`src/rtl/rtc_int1_pkg.sv`:
```
// Shared types for the INT1 waveform generator.
// Assumes: the mode field is 4 bits wide; bit 3 selects the clock passthrough.
package rtc_int1_pkg;

    typedef enum logic [2:0] {
        K_OFF,
        K_FREQ,
        K_EDGE,
        K_STEADY,
        K_ALARM,
        K_SHORT,
        K_CLK32
    } int1_kind_e;

    // Map the raw 4-bit field onto one waveform kind
    function automatic int1_kind_e decode_kind(input logic [3:0] m);
        int1_kind_e k;
        if (m[3]) begin
            k = K_CLK32;
        end else begin
            case (m[2:0])
                3'b001, 3'b101: k = K_FREQ;
                3'b010, 3'b110: k = K_EDGE;
                3'b011:         k = K_STEADY;
                3'b100:         k = K_ALARM;
                3'b111:         k = K_SHORT;
                default:        k = K_OFF;
            endcase
        end
        return k;
    endfunction

endpackage

```
`src/rtl/int1_mode_dec.sv`:
```
// Mode decoder: classifies the current field and flags a change against
// the value held in the previous cycle.
// Assumes: mode_prev is the registered copy of mode kept by the parent.
module int1_mode_dec
    import rtc_int1_pkg::*;
(
    input  logic [3:0] mode,
    input  logic [3:0] mode_prev,
    output int1_kind_e kind,
    output logic       changed
);

    // Combinational classification and change detection
    always_comb begin
        kind    = decode_kind(mode);
        changed = (mode != mode_prev);
    end

endmodule

```
`src/rtl/int1_event_latch.sv`:
```
// Sticky event latch: set by an event, released by a status read.
// Assumes: clr (mode change) has highest priority, then set, then read.
module int1_event_latch (
    input  logic clk,
    input  logic rst_n,
    input  logic clr,
    input  logic set,
    input  logic rd,
    output logic q,
    output logic q_next
);

    // Next-state priority: clear, set, read release, hold
    always_comb begin
        if (clr)       q_next = 1'b0;
        else if (set)  q_next = 1'b1;
        else if (rd)   q_next = 1'b0;
        else           q_next = q;
    end

    // Hold the latched event
    always_ff @(posedge clk) begin
        if (!rst_n) q <= 1'b0;
        else        q <= q_next;
    end

    AST_LATCH_HOLDS: assert property (@(posedge clk) disable iff (!rst_n)
        (q && !clr && !rd) |=> q);
    AST_LATCH_SET_WINS: assert property (@(posedge clk) disable iff (!rst_n)
        (set && !clr) |=> q);

endmodule

```
`src/rtl/int1_span_counter.sv`:
```
// Down-counter that defines an active span: loads LOAD on start,
// counts down on each dec enable, and is active while non-zero.
// Assumes: load and dec may coincide; load wins.
module int1_span_counter #(
    parameter int LOAD = 30
) (
    input  logic clk,
    input  logic rst_n,
    input  logic clr,
    input  logic load,
    input  logic dec,
    output logic busy_next
);

    localparam int CW = $clog2(LOAD + 1);

    logic [CW-1:0] cnt;
    logic [CW-1:0] cnt_d;

    // Next count: clear, reload, step down, hold
    always_comb begin
        if (clr)                      cnt_d = '0;
        else if (load)                cnt_d = CW'(LOAD);
        else if (dec && cnt != '0)    cnt_d = cnt - 1'b1;
        else                          cnt_d = cnt;
        busy_next = (cnt_d != '0);
    end

    // Count register
    always_ff @(posedge clk) begin
        if (!rst_n) cnt <= '0;
        else        cnt <= cnt_d;
    end

    AST_SPAN_IN_RANGE: assert property (@(posedge clk) disable iff (!rst_n)
        cnt <= CW'(LOAD));
    AST_SPAN_IDLE_STABLE: assert property (@(posedge clk) disable iff (!rst_n)
        (!clr && !load && !dec) |=> $stable(cnt));

endmodule

```
`src/rtl/rtc_int1_gen.sv`:
```
// INT1 waveform generator. Selects the pin waveform from the 4-bit mode,
// times the per-minute pulses, latches edge and alarm events, and passes
// the 32 kHz enable through. Pin and flag are registered.
// Assumes: tick_32k, sec_tick and alarm1_hit are one-cycle pulses in clk;
// a minute starts on sec_tick with sec_count = 0.
module rtc_int1_gen
    import rtc_int1_pkg::*;
#(
    parameter int SEC_W       = 6,
    parameter int STEADY_SECS = 30,
    parameter int SHORT_TICKS = 259
) (
    input  logic             clk,
    input  logic             rst_n,
    input  logic [3:0]       int1_mode,
    input  logic             tick_32k,
    input  logic             sec_tick,
    input  logic [SEC_W-1:0] sec_count,
    input  logic             alarm1_hit,
    input  logic             freq_wave,
    input  logic             status_rd,
    output logic             int1_n,
    output logic             int1_flag_set
);

    logic [3:0] mode_q;
    int1_kind_e kind;
    logic       changed;
    logic       minute_evt;
    logic       latch_set;
    logic       latch_q;
    logic       latch_nx;
    logic       steady_busy;
    logic       short_busy;
    logic       act_next;
    logic       flag_d;

    int1_mode_dec u_dec (
        .mode      (int1_mode),
        .mode_prev (mode_q),
        .kind      (kind),
        .changed   (changed)
    );

    // Minute boundary and latch set source per mode
    always_comb begin
        minute_evt = sec_tick && (sec_count == '0);
        latch_set  = !changed && (((kind == K_EDGE) && minute_evt) ||
                                  ((kind == K_ALARM) && alarm1_hit));
    end

    int1_event_latch u_latch (
        .clk    (clk),
        .rst_n  (rst_n),
        .clr    (changed),
        .set    (latch_set),
        .rd     (status_rd),
        .q      (latch_q),
        .q_next (latch_nx)
    );

    int1_span_counter #(.LOAD(STEADY_SECS)) u_steady (
        .clk       (clk),
        .rst_n     (rst_n),
        .clr       (changed),
        .load      (!changed && (kind == K_STEADY) && minute_evt),
        .dec       (sec_tick),
        .busy_next (steady_busy)
    );

    int1_span_counter #(.LOAD(SHORT_TICKS)) u_short (
        .clk       (clk),
        .rst_n     (rst_n),
        .clr       (changed),
        .load      (!changed && (kind == K_SHORT) && minute_evt),
        .dec       (tick_32k),
        .busy_next (short_busy)
    );

    // Select the active level for the next cycle and the activation flag
    always_comb begin
        act_next = 1'b0;
        if (!changed) begin
            case (kind)
                K_FREQ:   act_next = freq_wave;
                K_EDGE,
                K_ALARM:  act_next = latch_nx;
                K_STEADY: act_next = steady_busy;
                K_SHORT:  act_next = short_busy;
                K_CLK32:  act_next = tick_32k;
                default:  act_next = 1'b0;
            endcase
        end
        flag_d = act_next && int1_n && (kind != K_CLK32);
    end

    // Output and mode history registers
    always_ff @(posedge clk) begin
        if (!rst_n) begin
            mode_q        <= 4'b0000;
            int1_n        <= 1'b1;
            int1_flag_set <= 1'b0;
        end else begin
            mode_q        <= int1_mode;
            int1_n        <= !act_next;
            int1_flag_set <= flag_d;
        end
    end

    AST_OFF_IDLE: assert property (@(posedge clk) disable iff (!rst_n)
        (int1_mode == 4'b0000) |=> int1_n);
    AST_CHANGE_IDLE: assert property (@(posedge clk) disable iff (!rst_n)
        (int1_mode != mode_q) |=> (int1_n && !int1_flag_set));
    AST_FLAG_WITH_PIN: assert property (@(posedge clk) disable iff (!rst_n)
        int1_flag_set |-> !int1_n);
    AST_FLAG_SINGLE: assert property (@(posedge clk) disable iff (!rst_n)
        int1_flag_set |=> !int1_flag_set);
    AST_CLK_PASS: assert property (@(posedge clk) disable iff (!rst_n)
        (int1_mode[3] && (int1_mode == mode_q)) |=> (int1_n == !$past(tick_32k)));
    AST_CLK_NO_FLAG: assert property (@(posedge clk) disable iff (!rst_n)
        int1_mode[3] |=> !int1_flag_set);
    AST_LATCH_NOT_IN_CLK: assert property (@(posedge clk) disable iff (!rst_n)
        (int1_mode[3] && (int1_mode == mode_q)) |-> !latch_q);

endmodule

```
`config.mk`:
```
export PLATFORM = sky130hd
export DESIGN_NAME = rtc_int1_gen
export DESIGN_NICKNAME = d
export VERILOG_FILES = /design/src/rtl/rtc_int1_pkg.sv /design/src/rtl/int1_mode_dec.sv /design/src/rtl/int1_event_latch.sv /design/src/rtl/int1_span_counter.sv /design/src/rtl/rtc_int1_gen.sv
export SDC_FILE = /design/constraint.sdc
export NUM_CORES = 1
export LEC_CHECK = 0
export BUFFER_PORTS_ARGS = -buffer_cell sky130_fd_sc_hd__buf_2
export CAP_MARGIN = 10
export CORE_AREA = 2 2 53 55
export DETAILED_ROUTE_END_ITERATION = 10
export DIE_AREA = 0 0 55 57
export GPL_TIMING_DRIVEN = 1
export PLACE_DENSITY = 0.7
export SYNTH_ARGS = -nofsm -noshare
export SYNTH_HDL_FRONTEND = slang
export SYNTH_SLANG_ARGS = --single-unit
```
`constraint.sdc`:
```
create_clock -name clk -period 4.5 [get_ports clk]
set_clock_uncertainty 0.05 [all_clocks]
set_input_delay 0.225 -clock clk [delete_from_list [all_inputs] [get_ports clk]]
set_output_delay 0.225 -clock clk [all_outputs]
set_load 0.05 [all_outputs]
```
# == Word level (Yosys, flattened, before mapping) ==
# Index checks and enable logic that the tools add are counted.
# word_totals
register_bits,21
in_bits,17
word_cells,59
output_inout_bits,2
# classes
addsub,2
muxes,13
eq_ne,15
reduce_logical,23
# ops
op,count
$mux W9,3
$eq A3 B3 Y1 const B,7
$reduce_bool A9 Y1,2
$mux W5,3
$pmux W3 S5,1
$eq A3 B2 Y1 const B,4
$logic_and A1 B1 Y1,12
$reduce_bool A5 Y1,2
$sub A9 B1 Y9 const B,1
$eq A3 B1 Y1 const B,2
$logic_not A6 Y1,1
$reduce_or A2 Y1,3
$pmux W1 S5,1
$sub A5 B1 Y5 const B,1
$mux W1,4
$ne A4 B4 Y1,1
$mux W3,1
$ne A3 B3 Y1 const B,1
$logic_not A1 Y1,2
$logic_or A1 B1 Y1,1

# == Logic depth before layout (Yosys ltp) ==
# depth
word_depth,14
ltp_mapped,9
ltp_nobuf,8

# == Cells and area by module ==
# Synthesis repeated with hierarchy kept, for this count alone.
# unflattened
hier_cells,153
area_unflattened_um2,1362.6
# by_module_without_submodules
module,instances,area_each_um2,seq_area_each_um2,cells_per_inst
int1_span_counter at u_short,1,608.1,180.2,70
rtc_int1_gen,1,316.6,120.1,35
int1_span_counter at u_steady,1,309.0,100.1,32
int1_mode_dec,1,75.1,0.0,10
int1_event_latch,1,53.8,20.0,6

# == Least setup slack after synthesis ==
# Ideal clock, no wire load.
# synth_timing
kind,flip-flop to flip-flop
from,register u_short.cnt[0]
to,register int1_n
slack_ns,2.413
t_arrival_ns,1.921
stages_incl_launch_ff,9
synth_period_minus_slack_ns,2.087
setup_ns,0.115
t_required_ns,4.335
path_buffers,1
path_cell_list,dfxtp_1 -> inv_1 -> ha_1 -> buf_4 -> or4b_1 -> o21ai_1 -> a21oi_1 -> a41o_1 -> a31o_1
# synth_between
elab_chain_len,9
word_cells_on_any_way,10
cone_classes,add/sub (1); mux (5); reduce/logical (4)
# synth_lines
item,line_no,rtl
from (decl),int1_span_counter.sv:17,logic [CW-1:0] cnt;
from (signal assigned),int1_span_counter.sv:32,else cnt <= cnt_d;
"parallel branches: the longest is 2 deep, another holds $sub A9 B1 Y9",--,
$mux W9 *,int1_span_counter.sv:24,else if (dec && cnt != '0) cnt_d = cnt - 1'b1;
$mux W9 *,int1_span_counter.sv:23,else if (load) cnt_d = CW'(LOAD);
$mux W9 *,int1_span_counter.sv:22,if (clr) cnt_d = '0;
$reduce_bool A9 Y1 *,int1_span_counter.sv:26,busy_next = (cnt_d != '0);
$pmux W1 S5 *,rtc_int1_gen.sv:84,case (kind)
$mux W1 *,rtc_int1_gen.sv:83,if (!changed) begin
$logic_not A1 Y1 *,rtc_int1_gen.sv:105,int1_n <= !act_next;
to (signal assigned),rtc_int1_gen.sv:105,
to (decl),rtc_int1_gen.sv:22,"output logic int1_n,"
# Every way passes the cells marked *.
# A chain may end at the register's enable or synchronous reset.

# == Worst setup path in the final report ==
# Ends and elaborated chain as after synthesis.

==> results.txt <==
- Total stage count of the critical path: 7
- In this run, post-CTS repair resized a total of 0 instances.
- Counting the buffers created by CTS gives 3.
- FF-to-FF setup slack: 2.17 ns
- Fin crit period: 2.33 ns
- The worst-case IR drop observed on VDD is 0.123 mV.
* Post-synthesis instance area: 1240 sq um
* Number of nets still failing antenna checks after routing: 0
* Leakage: 0.498 nW
- The number of antenna diodes in the final layout is 0.
- Synth Net Count: 170
* Mean post-synth cell area: 8.21 sq um
- STA puts the critical path data arrival time at 2.49 ns.
* RSZ-0062 raised after global routing: false
- Critical R2R Launch: u_short.cnt[0]
- For this design the ratio of total power to cell area is 233 nW/um^2.
- Cell family with most CP delay: compound AO/OA/AOI/OAI gates
- Met3 capacity usage during global routing: 2.36%
* Adder-cell share of the synthesized area: 2.02%
- Summed over all layers, the routed wires come to 2530 um.
* Total count of hold-check failures in the final report: 0
- Final hold analysis gives a worst-case slack of 0.136 ns.
* Switch share: 24.0%
- Crit-path cells: inv_1 -> ha_1 -> or4b_1 -> o21ai_1 -> a21oi_1 -> a41o_1 -> a31o_1
- Cell row count: 19
- The number of max-slew violations in the final report is 0.
* Share of power burned in combinational logic: 9.5%
- For the worst setup path, the data required time is 4.66 ns.
* Post CTS Setup Buffer Count: 0
- Of the available clock period, the critical path in the final layout requires 51.8%.
* Core Region: 2620 sq um
- In this run, distinct cell masters in the synthesized netlist total 51.
* YS warnings: 0
* Total Neg Setup Slack: 0 ns
- Entering global routing, the biggest net connects 13 pins.
- Maximum level of the CTS H-tree: 1
* Mux cell area share after synthesis: 1.61%
- Fmax: 0.429 GHz
- The number of hold buffers added after CTS was 0.
- CTS tree: yes
* Switching power: 0.0741 mW
- Of all flip-flops after synthesis, the portion carrying an async set or reset was 0%.
* 1st-pass router iterations: 4
* Most used DFF post-synth: sky130_fd_sc_hd__dfxtp_1
- Internal power of the cells: 0.234 mW
- Xor/xnor share of the synthesized area: 4.94%
* Area share of and/or/nand/nor cells after synthesis: 28.6%
* Worst-case setup margin in the final layout: 2.17 ns
* Class of the tightest hold or removal check: input port to flip-flop
- Yosys reg bits: 21
* Total of endpoints with negative setup slack in the final report: 0
- Via count of the first global-routing pass: 1048
- Area growth from synthesis to final layout: 6.66%
- Summed over its instances, the top area cell type makes up 33.9% of the synthesized netlist area.
- Worst r2r dst: int1_n
- Timing analysis after detailed placement gives a worst setup slack of 2.22 ns.
- The share of total power dissipated in the clock network is 29.2%.
- At the pin with the least slew margin, the transition time is 0.546 ns.
* Capture endpoint of the worst hold path: mode_q[0]
- Summed over all nets, the half-perimeter wirelength after detailed placement is 1920 um.
* GRT Max-Usage Layer: met2
- Maximum cell stage delay along the critical path: 0.53 ns
- The congestion estimate from routability-driven global placement came to 0.867.
- Placed instance area: 1290 sq um
* Part of the Yosys area used for sequential elements: 33.9%
- Number of antenna violations at the first check in global routing: 0
* Remaining global-route overflow: 0
- Global routing used 18.6% of the available tracks.
* Worst-case headroom to the max-slew limit: 63.3%
- STA classifies the critical path endpoint as a flip-flop.
* Worst setup path class: flip-flop to flip-flop
* Leading cell types by total area after synthesis: sky130_fd_sc_hd__dfxtp_1 34%, sky130_fd_sc_hd__a21oi_1 6.1%, sky130_fd_sc_hd__nor2_1 5.8%
- Cells after Synth: 151
- Post-route cell area: 1320 sq um
* Depth of the worst register-to-register path: 7
- Net total in the final layout: 184
- Largest family of logic cells by synthesized area: simple AND/OR/NAND/NOR gates
- Global Route met1 Usage: 24.1%
- Clock sinks: 21
- Result of the run: completed
- On the critical path, the stage with the largest delay is an instance of sky130_fd_sc_hd__or4b_1.
- Crit path from: u_short.cnt[0]
- In the routed layout, each cell is associated on average with a via count of 5.72.
- The synthesized netlist devotes 20.9% of its cell area to compound gates.
* Post-synth top area cell: sky130_fd_sc_hd__dfxtp_1
- Initial detailed-routing violation count: 30
- Most frequently used cell type in the post-synthesis netlist: sky130_fd_sc_hd__dfxtp_1
- Clock-pin slew was measured on the worst setup and hold paths at 0.12 ns.
* Top fanout value on the critical path: 8
- During I/O placement, the number of pins put on the boundary was 19.
- Number of cells on the worst hold path: 2
- DRC Markers: 0
* Number of enable flip-flop cells after synthesis: 0
- For met2 alone, demand over resource in global routing was 30.4%.
- Wire per inst: 13.0 um
- Reported max-cap violation count: 0
* Routed via count: 1116
* Root buffer selected by CTS: sky130_fd_sc_hd__clkbuf_4
- Global-route wire length before repair: 4400 um
* Flop pwr share: 61.2%
- Fraction of final layout cells sized beyond drive strength 1: 18.3%
- Initial Utilization: 47.4%
* Worst path buffer plus inverter count: 1
* Nature of the critical path startpoint: flip-flop
* Number of buffers added on ports: 18
* Clk buf depth: 2
- Die area: 3140 sq um
- Commonest cells in the synthesized netlist: 21 x sky130_fd_sc_hd__dfxtp_1, 19 x sky130_fd_sc_hd__nor2_1, 15 x sky130_fd_sc_hd__a21oi_1, 9 x sky130_fd_sc_hd__nand2_1, 9 x sky130_fd_sc_hd__nor3_1
* Skew-Pair Late Insertion Delay: 0.30 ns
* Die Y-Extent: 57 um
- Die W: 55 um
- The startpoint identified for the worst hold timing path is rst_n.
## registers in the layout, indices dropped and copies added (netlist names)
register / count
mode_q: 4
u_short.cnt: 9
u_latch.q: 1
u_steady.cnt: 5
int1_flag_set: 1
int1_n: 1
## metrics by stage
stage               total power [mW]  util [%]  cells
floorplan                      0.213         -    151
finish                         0.308      50.6    195
global route                   0.328      50.6    195
CTS                            0.314      50.6    195
global placement               0.221      49.5    191
detailed placement             0.222      49.5    191
## kinds of logic after synthesis
| logic type | Yosys count |
|---|---|
| adder cells (fa/ha/maj) | 2 |
| XOR/XNOR | 7 |
| flip-flops | 21 |
| AO/OA/AOI/OAI | 39 |
| AND/OR/NAND/NOR | 64 |
| buffers and inverters | 16 |
| multiplexers | 2 |
## how the worst max path moves through the flow
stage	slack, ns	end
6_report	2.17	int1_n
5_1_grt	2.04	int1_flag_set
4_1_cts	2.20	int1_n
3_5_place_dp	2.22	int1_n
3_3_place_gp	2.30	int1_n
2_1_floorplan	2.41	int1_n
## cells in the final DEF (no fill, tap or decap), drive strengths merged, types with 2 or more instances in the layout
master and instances:
o21ai 4, and2 5, nand3 2, or3b 2
dfxtp 21, nand2 9, a21oi 16, clkbuf 3
nor3 9, or4b 4, or3 2, xnor2 3
a31oi 2, xor2 4, buf 18, nand4 2
mux2i 2, nand2b 3, inv 7, or4 2
a21boi 2, ha 2, nor2 19, a211oi 3
a31o 2
## power by group through the flow
stage	Sequential [mW]	Clock, mW	Combinational [mW]
final	0.189	0.0902	0.0293
after global routing	0.189	0.106	0.0334
after CTS	0.189	0.0958	0.0293
after detailed placement	0.193	0	0.0292
after global placement	0.193	0	0.0283
after floorplan	0.194	0	0.0196
## metal layers
| layer | wire (um) | vias up | share of wire [%] |
|---|---|---|---|
| met5 | 0 | - | 0 |
| met1 | 1140 | 505 | 45 |
| met4 | 10 | 0 | 0.39 |
| met2 | 1270 | 40 | 50 |
| met3 | 115 | 2 | 4.5 |
| li1 | - | 569 | - |
## worst register-to-register path, stage by stage, from the launching register on
cell and delay (ns):
sky130_fd_sc_hd__dfxtp_1 0.35, sky130_fd_sc_hd__inv_1 0.10, sky130_fd_sc_hd__ha_1 0.31, sky130_fd_sc_hd__or4b_1 0.53, sky130_fd_sc_hd__o21ai_1 0.32, sky130_fd_sc_hd__a21oi_1 0.14
sky130_fd_sc_hd__a41o_1 0.26, sky130_fd_sc_hd__a31o_1 0.17
## final cells by class
class,count,area (sq um)
clock inverters,1,5.00
repair buffers,18,90.1
clock buffers,3,22.5
fillers,269,1290
inverters,7,26.3
well taps,31,38.8
flip-flops and latches,21,420
multi-input cells,114,719
No activity file was read; power rests on OpenSTA's default activity.
